$ cat src/rtl/vfetch_pkg.sv
package vfetch_pkg;
  typedef struct packed {
    logic a15;
    logic a14;
    logic m1_n;
    logic rd_n;
    logic halt_n;
  } fetch_ctl_t;
endpackage

$ cat src/rtl/vf_qualify.sv
module vf_qualify
  import vfetch_pkg::*;
(
  input  fetch_ctl_t ctl,
  input  logic       test_bit,
  input  logic       restrict_en,
  input  logic       sample_en,
  output logic       hit
);
  logic region_ok;
  logic fetch_ok;

  always_comb begin
    region_ok = ctl.a15 & (~restrict_en | ctl.a14);
    fetch_ok  = ~ctl.m1_n & ~ctl.rd_n & ctl.halt_n & ~test_bit;
    hit       = sample_en & region_ok & fetch_ok;
  end
endmodule

$ cat src/rtl/vf_capture.sv
module vf_capture #(
  parameter int CHAR_W = 6
) (
  input  logic              clk,
  input  logic              rst,
  input  logic              hit,
  input  logic              rfsh_done,
  input  logic [CHAR_W-1:0] char_in,
  input  logic              inv_in,
  output logic [CHAR_W-1:0] char_code,
  output logic              char_inv,
  output logic              video_cycle
);
  always_ff @(posedge clk) begin
    if (rst) begin
      char_code   <= '0;
      char_inv    <= 1'b0;
      video_cycle <= 1'b0;
    end else begin
      if (hit) begin
        char_code <= char_in;
        char_inv  <= inv_in;
      end
      if (hit)            video_cycle <= 1'b1;
      else if (rfsh_done) video_cycle <= 1'b0;
    end
  end

  // captured character only changes on a qualifying sample
  p_char_hold_r9: assert property (@(posedge clk) disable iff (rst)
    (!$past(rst) && !$past(hit)) |-> ($stable(char_code) && $stable(char_inv)));

  // refresh end without a new fetch clears the flag
  p_flag_clear_r10: assert property (@(posedge clk) disable iff (rst)
    (rfsh_done && !hit) |=> !video_cycle);

  // set has priority over clear
  p_flag_set_r10: assert property (@(posedge clk) disable iff (rst)
    hit |=> video_cycle);
endmodule

$ cat src/rtl/vf_bus_force.sv
module vf_bus_force #(
  parameter int DATA_W = 8
) (
  input  logic              clk,
  input  logic              rst,
  input  logic              hit,
  input  logic              rd_n,
  input  logic [DATA_W-1:0] d_in,
  output logic              nop_drive_en,
  output logic [DATA_W-1:0] dbus_out
);
  localparam logic [DATA_W-1:0] NOP_CODE = '0;

  logic force_nxt;

  always_comb force_nxt = hit | (nop_drive_en & ~rd_n);

  always_ff @(posedge clk) begin
    if (rst) begin
      nop_drive_en <= 1'b0;
      dbus_out     <= '0;
    end else begin
      nop_drive_en <= force_nxt;
      dbus_out     <= force_nxt ? NOP_CODE : d_in;
    end
  end

  // forced opcode is zero whenever the drive is enabled
  p_force_zero_r7: assert property (@(posedge clk) disable iff (rst)
    nop_drive_en |-> (dbus_out == NOP_CODE));

  // drive releases after read strobe goes high
  p_release_r7: assert property (@(posedge clk) disable iff (rst)
    (nop_drive_en && rd_n && !hit) |=> !nop_drive_en);

  // pass-through when idle
  p_pass_r8: assert property (@(posedge clk) disable iff (rst)
    (!nop_drive_en && !hit) |=> (!nop_drive_en && dbus_out == $past(d_in)));
endmodule

$ cat src/rtl/vf_chipsel.sv
module vf_chipsel (
  input  logic clk,
  input  logic rst,
  input  logic a14,
  input  logic mreq_n,
  output logic romcs_n,
  output logic ramcs_n
);
  always_ff @(posedge clk) begin
    if (rst) begin
      romcs_n <= 1'b1;
      ramcs_n <= 1'b1;
    end else begin
      romcs_n <= a14 | mreq_n;
      ramcs_n <= ~a14 | mreq_n;
    end
  end

  // low-half memory request selects ROM
  p_rom_sel_r1: assert property (@(posedge clk) disable iff (rst)
    (!a14 && !mreq_n) |=> !romcs_n);

  // high-half memory request selects RAM
  p_ram_sel_r2: assert property (@(posedge clk) disable iff (rst)
    (a14 && !mreq_n) |=> !ramcs_n);

  // selects mutually exclusive
  p_cs_excl_r2: assert property (@(posedge clk) disable iff (rst)
    !(!romcs_n && !ramcs_n));
endmodule

$ cat src/rtl/video_fetch_nop.sv
module video_fetch_nop
  import vfetch_pkg::*;
#(
  parameter int DATA_W   = 8,
  parameter int CHAR_W   = 6,
  parameter int TEST_BIT = 6,
  parameter int INV_BIT  = 7
) (
  input  logic              clk,
  input  logic              rst,
  input  logic              a15,
  input  logic              a14,
  input  logic              mreq_n,
  input  logic              rd_n,
  input  logic              m1_n,
  input  logic              halt_n,
  input  logic [DATA_W-1:0] dbus_in,
  input  logic              sample_en,
  input  logic              rfsh_done,
  input  logic              restrict_en,
  output logic              nop_drive_en,
  output logic [DATA_W-1:0] dbus_out,
  output logic [CHAR_W-1:0] char_code,
  output logic              char_inv,
  output logic              video_cycle,
  output logic              romcs_n,
  output logic              ramcs_n
);
  fetch_ctl_t ctl;
  logic       hit;

  always_comb begin
    ctl.a15    = a15;
    ctl.a14    = a14;
    ctl.m1_n   = m1_n;
    ctl.rd_n   = rd_n;
    ctl.halt_n = halt_n;
  end

  vf_qualify u_qual (
    .ctl(ctl), .test_bit(dbus_in[TEST_BIT]), .restrict_en(restrict_en),
    .sample_en(sample_en), .hit(hit)
  );

  vf_capture #(.CHAR_W(CHAR_W)) u_cap (
    .clk(clk), .rst(rst), .hit(hit), .rfsh_done(rfsh_done),
    .char_in(dbus_in[CHAR_W-1:0]), .inv_in(dbus_in[INV_BIT]),
    .char_code(char_code), .char_inv(char_inv), .video_cycle(video_cycle)
  );

  vf_bus_force #(.DATA_W(DATA_W)) u_force (
    .clk(clk), .rst(rst), .hit(hit), .rd_n(rd_n), .d_in(dbus_in),
    .nop_drive_en(nop_drive_en), .dbus_out(dbus_out)
  );

  vf_chipsel u_cs (
    .clk(clk), .rst(rst), .a14(a14), .mreq_n(mreq_n),
    .romcs_n(romcs_n), .ramcs_n(ramcs_n)
  );

  // a fetch without read strobe never starts a video cycle
  p_iack_reject_r4: assert property (@(posedge clk) disable iff (rst)
    (sample_en && rd_n && !video_cycle) |=> !video_cycle);

  // region limit rejects low-half fetches
  p_restrict_r5: assert property (@(posedge clk) disable iff (rst)
    (sample_en && restrict_en && !a14 && !video_cycle) |=> !video_cycle);

  // no sample strobe, no new video cycle
  p_no_strobe_r6: assert property (@(posedge clk) disable iff (rst)
    (!sample_en && !video_cycle) |=> !video_cycle);
endmodule

$ cat config.mk
export PLATFORM = sky130hd
export DESIGN_NAME = video_fetch_nop
export DESIGN_NICKNAME = d
export VERILOG_FILES = /design/src/rtl/vfetch_pkg.sv /design/src/rtl/vf_qualify.sv /design/src/rtl/vf_capture.sv /design/src/rtl/vf_bus_force.sv /design/src/rtl/vf_chipsel.sv /design/src/rtl/video_fetch_nop.sv
export SDC_FILE = /design/constraint.sdc
export NUM_CORES = 1
export LEC_CHECK = 0
export ABC_AREA = 1
export ABC_CLOCK_PERIOD_IN_PS = 2000
export BUFFER_PORTS_ARGS = -buffer_cell sky130_fd_sc_hd__buf_4
export CORE_MARGIN = 4
export CORE_UTILIZATION = 46
export CTS_CLUSTER_SIZE = 10
export DETAILED_ROUTE_END_ITERATION = 6
export PLACE_DENSITY_LB_ADDON = 0.15
export REMOVE_ABC_BUFFERS = 1
export SLEW_MARGIN = 20
export SYNTH_ARGS = -nofsm -noshare
export SYNTH_HDL_FRONTEND = slang
export SYNTH_SLANG_ARGS = --single-unit
$ cat constraint.sdc
create_clock -name clk -period 2 [get_ports clk]
set_clock_uncertainty 0.05 [all_clocks]
set_input_delay 0.4 -clock clk [delete_from_list [all_inputs] [get_ports clk]]
set_output_delay 0.4 -clock clk [all_outputs]
set_load 0.05 [all_outputs]
# == Word level (Yosys, flattened, before mapping) ==
# Index checks and enable logic that the tools add are counted.
# word_totals
in_bits,19
ff_bits,19
wordCells,27
out_inout_bits,19
# classes
muxes,2
bitwise_logic,16
reduce_logical,2
# op_table
op,n
$and 1x1->1,7
$not 1->1,5
$or 1x1->1,4
$mux 1,2
$reduce_bool 2->1,1
$reduce_or 2->1,1

# == Longest topological paths before layout ==
# Gate-level depths: netlist of run 1.
# logic_depth
word_depth,7
mapped_depth,6
ltp_nobuf,6

# == By module ==
# A second synthesis of run 1 with hierarchy kept.
# hier_totals
cells_unflattened,81
hier_area_um2,649.4
# by_module_without_submodules
module,area_per_inst_um2,seq_area_each_um2,cells_each,n_inst
vf_bus_force,280.3,180.2,31,1
vf_capture,271.5,160.2,34,1
vf_chipsel,57.6,40.0,6,1
vf_qualify,40.0,0.0,10,1

# == Worst setup path before layout of run 1 ==
# Ideal clock, no wire load.
# synth_path
path_kind,register to register
start,register u_force.nop_drive_en
end,register u_force.dbus_out[0]
slack_ns,0.827
n_path_buf,0
period_less_slack_ns,1.173
arrival_time_ns,1.009
required_ns,1.835
stages_incl_launch_ff,4
setup_ns,0.115
cell_sequence,dfxtp_1 > nand2_1 > nand3_4 > nor2_2
# synth_via
elab_chain_len,3
# synth_lines
item,line,source
start: declaration,vf_bus_force.sv:9,"output logic nop_drive_en,"
start signal: assignment,vf_bus_force.sv:23,nop_drive_en <= force_nxt;
$and 1x1->1,vf_bus_force.sv:16,always_comb force_nxt = hit | (nop_drive_en & ~rd_n);
$or 1x1->1,vf_bus_force.sv:16,
$reduce_or 2->1 (no line),--,
end signal: assignment,vf_bus_force.sv:24,dbus_out <= force_nxt ? NOP_CODE : d_in;
end: declaration,vf_bus_force.sv:10,output logic [DATA_W-1:0] dbus_out
# Every way passes these cells.
# A chain may end at the register's enable or synchronous reset.

# == Worst setup path after layout of run 1 ==
# layout_path
start,register u_force.nop_drive_en
end,output port nop_drive_en
# layout_lines
item,line,source
end: declaration,video_fetch_nop.sv:21,"output logic nop_drive_en,"
# No word-level cell between the ends.

==> reports/metrics.cfg, run 1 <==
[outcome]
outcome=finished clean

[global_route]
grt_usage_pct=14.9
grt_pass1_vias=621
grt_max_degree=11
grt_pass1_wl_um=2390
antenna_found_initial=0
grt-ovfl-total=0

[synth]
netlist.area_leader.share_pct=52.1
synth_edf_count=0
synth_top_flop_cell=dfxtp_1
synth_area_leaders=dfxtp_1 (52%), nor2_1 (7.7%), nor2_2 (7.7%), nand3_1 (6.2%), inv_1 (6.2%)
ys_types=14
yosys.cell_count.top_type=dfxtp_1
synth.avg_cell_area_sq_um=8.21
netlist_top_cells_count=dfxtp_1 (19), nor2_1 (15), inv_1 (12), nand2_1 (12)
synth_seq_cells=19
synth_cells=89
async_flop_share_pct=0
netlist_area_sq_um=731
yosysTopAreaCell=dfxtp_1
seq_area_frac_synth_pct=52.1
yosysWarnings=0

[timing]
period_share_pct=64.3
hold_ws_ns=0.232
setup_tns_ns=0
rsz0062_at_grt=false
max_slew_margin_pct=85.6
hold_viol=0
tightest_slew_ns=0.216
timing.fmax_ghz=0.777
setup_violations=0
period_minus_slack_ns=1.29
slew_violations=0

[placement]
place.gp.congestion=0.702
hpwl_um=1250
numPortBuffers=37

[critical_path]
critPathBufInv=1
startpoint_type=flip-flop
r2r_cells=3
slowest_delay_ns=0.35
rrSetupSlack_ns=1.17
critPathArrivalTime_ns=0.84
crit_fanout=2
cpMaxStageDelayCell=dfxtp_1
required_ns=1.55
regToRegStartpoint=u_force.nop_drive_en
reg2reg_to=u_force.dbus_out[5]
endpoint_kind=output pin
worstPathCellList=buf_4
crit_type=flip-flop to output pin
crit_family=flip-flops

[cells_and_area]
diodes=0
fin_nets=150
area_delta_synth_final_pct=44.3
utilization_pct=70.0
drive_above_1_share_pct=44.6

[floorplan]
die_w_um=47.9
initial_core_util_pct=48.5
std_cell_rows=14
dieHeight_um=47.9
dieArea_sq_um=2290
design.core.area_sq_um=1510
io_pins=38

[clocking]
clockRootBuffer=clkbuf_4
clock_path_buffers=2
cts-buffers-inserted=3
cts_resized=0
holdBufCountCts=0
htreeDepth=1
clock_sinks=19
cts_setup_buffers=0
cts_tree=done
clk_latency_ns=0.28
path_clk_slew_ns=0.10

[routing]
avgRoutedWirePerCell_um=9.95
vias=667
wl_um=1450
via_per_inst=4.57
drc=0
antenna_left=0
drtIter0Drc=6
dr.pass1.iters=4

[pwr]
powerDensity_nw_per_um2=677
leakage_nw=0.537
ir_drop_uv=365

[min_path]
holdCritStartpoint=rst
hold_end=u_force.nop_drive_en
hp-class=primary input to flip-flop
min_path_cells=2

[flow_run]
drv_cap=0

placed cells by master (no fill, tap or decap):
| cell type | count |
|---|---|
| nor2_1 | 15 |
| nand2_2 | 2 |
| a21oi_1 | 2 |
| nand3_1 | 9 |
| nand3_4 | 1 |
| inv_2 | 2 |
| buf_4 | 37 |
| nand2_1 | 12 |
| nand4_1 | 1 |
| dfxtp_1 | 19 |
| nor2_4 | 3 |
| clkbuf_1 | 1 |
| nor2_2 | 9 |
| clkbuf_4 | 3 |
| clkinv_1 | 1 |
| nand2_4 | 1 |
| inv_1 | 12 |
sequential cells by signal (all words and copies together) (netlist names):
signal	count
u_force.dbus_out	8
u_cap.char_code	6
u_cap.char_inv	1
u_cap.video_cycle	1
u_cs.ramcs_n	1
u_cs.romcs_n	1
u_force.nop_drive_en	1
where the power goes:
group / switching, mW / leakage (nW) / internal (mW)
registers: 0.00330 / 0.156 / 0.390
logic: 0.0852 / 0.366 / 0.0519
clock network: 0.106 / 0.0150 / 0.0772
total: 0.195 / 0.537 / 0.519
cell families after synthesis:
logic type | count (synthesis) | synth area share [%]
flops | 19 | 52.1
compound gates | 2 | 1.37
simple gates | 53 | 38.9
buf+inv | 15 | 7.70
per-layer routing:
metal	wire length (um)	part of all wire, %	GRT usage (%)	up-vias
li1	-	-	-	351
met1	541	37	16.7	293
met2	763	53	26.4	21
met3	135	9.3	3.76	2
met4	12	0.83	6.45	0
met5	0	0	0	-
how the worst max path moves through the flow:
stage / start / to / slack, ns / depth (start not counted)
6_report: u_force.nop_drive_en / nop_drive_en / 0.71 / 1
5_1_grt: u_force.nop_drive_en / nop_drive_en / 0.65 / 1
4_1_cts: u_force.nop_drive_en / nop_drive_en / 0.70 / 1
3_5_place_dp: dbus_in[6] / u_force.dbus_out[5] / 0.70 / 7
3_3_place_gp: dbus_in[6] / u_force.dbus_out[5] / 0.74 / 7
2_1_floorplan: u_force.nop_drive_en / u_force.dbus_out[0] / 0.83 / 3
area by class of cell:
class | count | area [sq um]
clock buffers | 4 | 26.3
fillers | 141 | 452
inverters | 15 | 56.3
multi-input cells | 55 | 294
flip-flops and latches | 19 | 380
well taps | 16 | 20.0
repair buffers | 37 | 278
metrics by stage:
step / worst slack (ns) / power [mW] / std cells / instance area [sq um]
finish: 0.714 / 0.714 / 146 / 1050
detailed placement: 0.695 / 0.541 / 142 / 1030
global placement: 0.740 / 0.539 / 142 / 1030
global route: 0.649 / 0.754 / 146 / 1050
CTS: 0.703 / 0.720 / 146 / 1050
floorplan: 0.827 / 0.486 / 89 / 731
(Power assumes the default switching activity.)
==> inputs of run 2 (changes only) <==
--- a/config.mk
+++ b/config.mk
@@ -6,10 +6,10 @@
 export NUM_CORES = 1
 export LEC_CHECK = 0
 export ABC_AREA = 1
-export ABC_CLOCK_PERIOD_IN_PS = 2000
+export ABC_CLOCK_PERIOD_IN_PS = 1050
 export BUFFER_PORTS_ARGS = -buffer_cell sky130_fd_sc_hd__buf_4
 export CORE_MARGIN = 4
-export CORE_UTILIZATION = 46
+export CORE_UTILIZATION = 38
 export CTS_CLUSTER_SIZE = 10
 export DETAILED_ROUTE_END_ITERATION = 6
 export PLACE_DENSITY_LB_ADDON = 0.15
==> constraint.sdc (replaced) <==
create_clock -name clk -period 1.05 [get_ports clk]
set_clock_uncertainty 0.05 [all_clocks]
set_input_delay 0.21 -clock clk [delete_from_list [all_inputs] [get_ports clk]]
set_output_delay 0.21 -clock clk [all_outputs]
set_load 0.05 [all_outputs]
==> run 2 against run 1 <==
Compared with the run above: the run now ends with negative setup slack left; clock power increased by 93%; critical path depth unchanged; flip-flop and latch count did not move; register-to-register slack got worse by 0.97 ns; non-clock buffer count up 2; largest power group unchanged.
==> reports/metrics.cfg, run 2 (same netlist as run 1, synthesis figures left out) <==
[clocking]
clockRootBuffer=clkbuf_4
clock_path_buffers=2
clk_latency_ns=0.28
cts_tree=done
cts_setup_buffers=0
path_clk_slew_ns=0.10
clock_sinks=19
holdBufCountCts=0
cts_resized=34
htreeDepth=1
cts-buffers-inserted=3

[critical_path]
cpMaxStageDelayCell=dfxtp_2
critPathLaunch=u_cap.char_code[3]
critPathArrivalTime_ns=0.80
required_ns=0.79
slowest_delay_ns=0.36
regToRegStartpoint=u_force.nop_drive_en
crit_fanout=2
startpoint_type=flip-flop
crit_family=flip-flops
reg2reg_to=u_force.dbus_out[6]
endpoint_kind=output pin
r2r_cells=3
worstPathCellList=buf_8
crit_type=flip-flop to output pin
rrSetupSlack_ns=0.20
critPathBufInv=1

[min_path]
hold_end=u_force.nop_drive_en
min_path_cells=2
hp-class=primary input to flip-flop
holdCritStartpoint=rst

[cells_and_area]
largest_reg_flops=8
utilization_pct=68.3
area_delta_synth_final_pct=66.6
drive_above_1_share_pct=59.8
finalNonFillerCells=157
regMostFlops=u_force.dbus_out
top_regs=u_force.dbus_out x8, u_cap.char_code x6
n_fill_cell=149
fin_nets=152
diodes=0
fin_area_sq_um=1220
final_cell_mix=buf_4 (20), dfxtp_2 (19), nor2_1 (15), inv_1 (12), nand2_1 (12)
final_common_cell=buf_4

[pwr]
switchingPower_mw=0.386
powerDensity_nw_per_um2=1160
ir_drop_uv=838
leakage_nw=0.583
p_int_mw=1.02
comb_power_share_pct=20.6
clkPwrFrac_pct=25.3
p_sw_share_pct=27.4
seqPwrFrac_pct=54.1

[timing]
tightest_slew_ns=0.209
slew_violations=0
period_share_pct=101
timing.fmax_ghz=0.944
max_slew_margin_pct=86.0
setup_violations=4
rsz0062_at_grt=true
period_minus_slack_ns=1.06
layout_setup_ws_ns=-0.00904
hold_viol=0

[routing]
dr.pass1.iters=4
drtIter0Drc=4
antenna_left=0
drc=0
avgRoutedWirePerCell_um=10.2
vias=677
via_per_inst=4.31
wl_um=1610

[floorplan]
dieHeight_um=51.9
initial_core_util_pct=41.0
io_pins=38
dieArea_sq_um=2690
die_w_um=51.9
std_cell_rows=15
design.core.area_sq_um=1780

[global_route]
grt_max_degree=11
antenna_found_initial=0
grt_usage_pct=13.3
grt-ovfl-total=0
grt_pass1_vias=623
grt_pass1_wl_um=2560

[placement]
numPlacedInstances=153
place_area_sq_um=1050
place.gp.congestion=0.757
hpwl_um=1280
numPortBuffers=37

[outcome]
violations=negative setup slack
outcome=complete, but fails checks

[flow_run]
drv_cap=0

run 2: cell count changes in the layout (fill, tap and decap cells not counted):
cell,previous run,this run
dfxtp_2,0,19
buf_8,0,11
buf_4,37,20
buf_6,0,8
dfxtp_1,19,0
run 2: power by group through the flow:
stage	sequential, mW	clock, mW	combinational, mW
finish	0.761	0.356	0.290
global route	0.763	0.401	0.311
CTS	0.756	0.365	0.286
detailed placement	0.767	0	0.270
global placement	0.766	0	0.268
floorplan	0.849	0	0.0768
run 2: per-stage QoR:
step                hold slack [ns]  worst slack (ns)  power, mW  TNS, ns
global route                 0.0172           -0.0401       1.48   -0.406
detailed placement            0.354           -0.0381       1.04   -0.264
global placement              0.351           -0.0156       1.03   -0.101
floorplan                     0.229            -0.123      0.926   -0.999
finish                       0.0345          -0.00904       1.41  -0.0135
CTS                          0.0325           -0.0104       1.41  -0.0724
run 2: worst max-delay path by stage:
stage,endpoint,depth (start not counted)
final,char_code[3],1
after global routing,char_code[3],1
after CTS,char_code[0],1
after detailed placement,u_force.dbus_out[6],7
after global placement,u_force.dbus_out[7],7
after floorplan,u_force.dbus_out[0],3
run 2: per-layer routing:
| metal | vias up | GRT usage (%) | part of all wire, % |
|---|---|---|---|
| met3 | 4 | 3.72 | 9.3 |
| met4 | 0 | 7.86 | 2.5 |
| met2 | 29 | 24.1 | 50 |
| met5 | - | 0 | 0 |
| li1 | 354 | - | - |
| met1 | 290 | 13.2 | 38 |
run 2: cell type report:
type / count / area, sq um / share of cell area, %
Sequential cell: 19 / 404 / 33.2
Inverter: 15 / 56.3 / 4.62
Multi-Input combinational cell: 55 / 294 / 24.2
Timing Repair Buffer: 39 / 405 / 33.3
Tap cell: 25 / 31.3 / 2.57
Clock buffer: 4 / 26.3 / 2.16
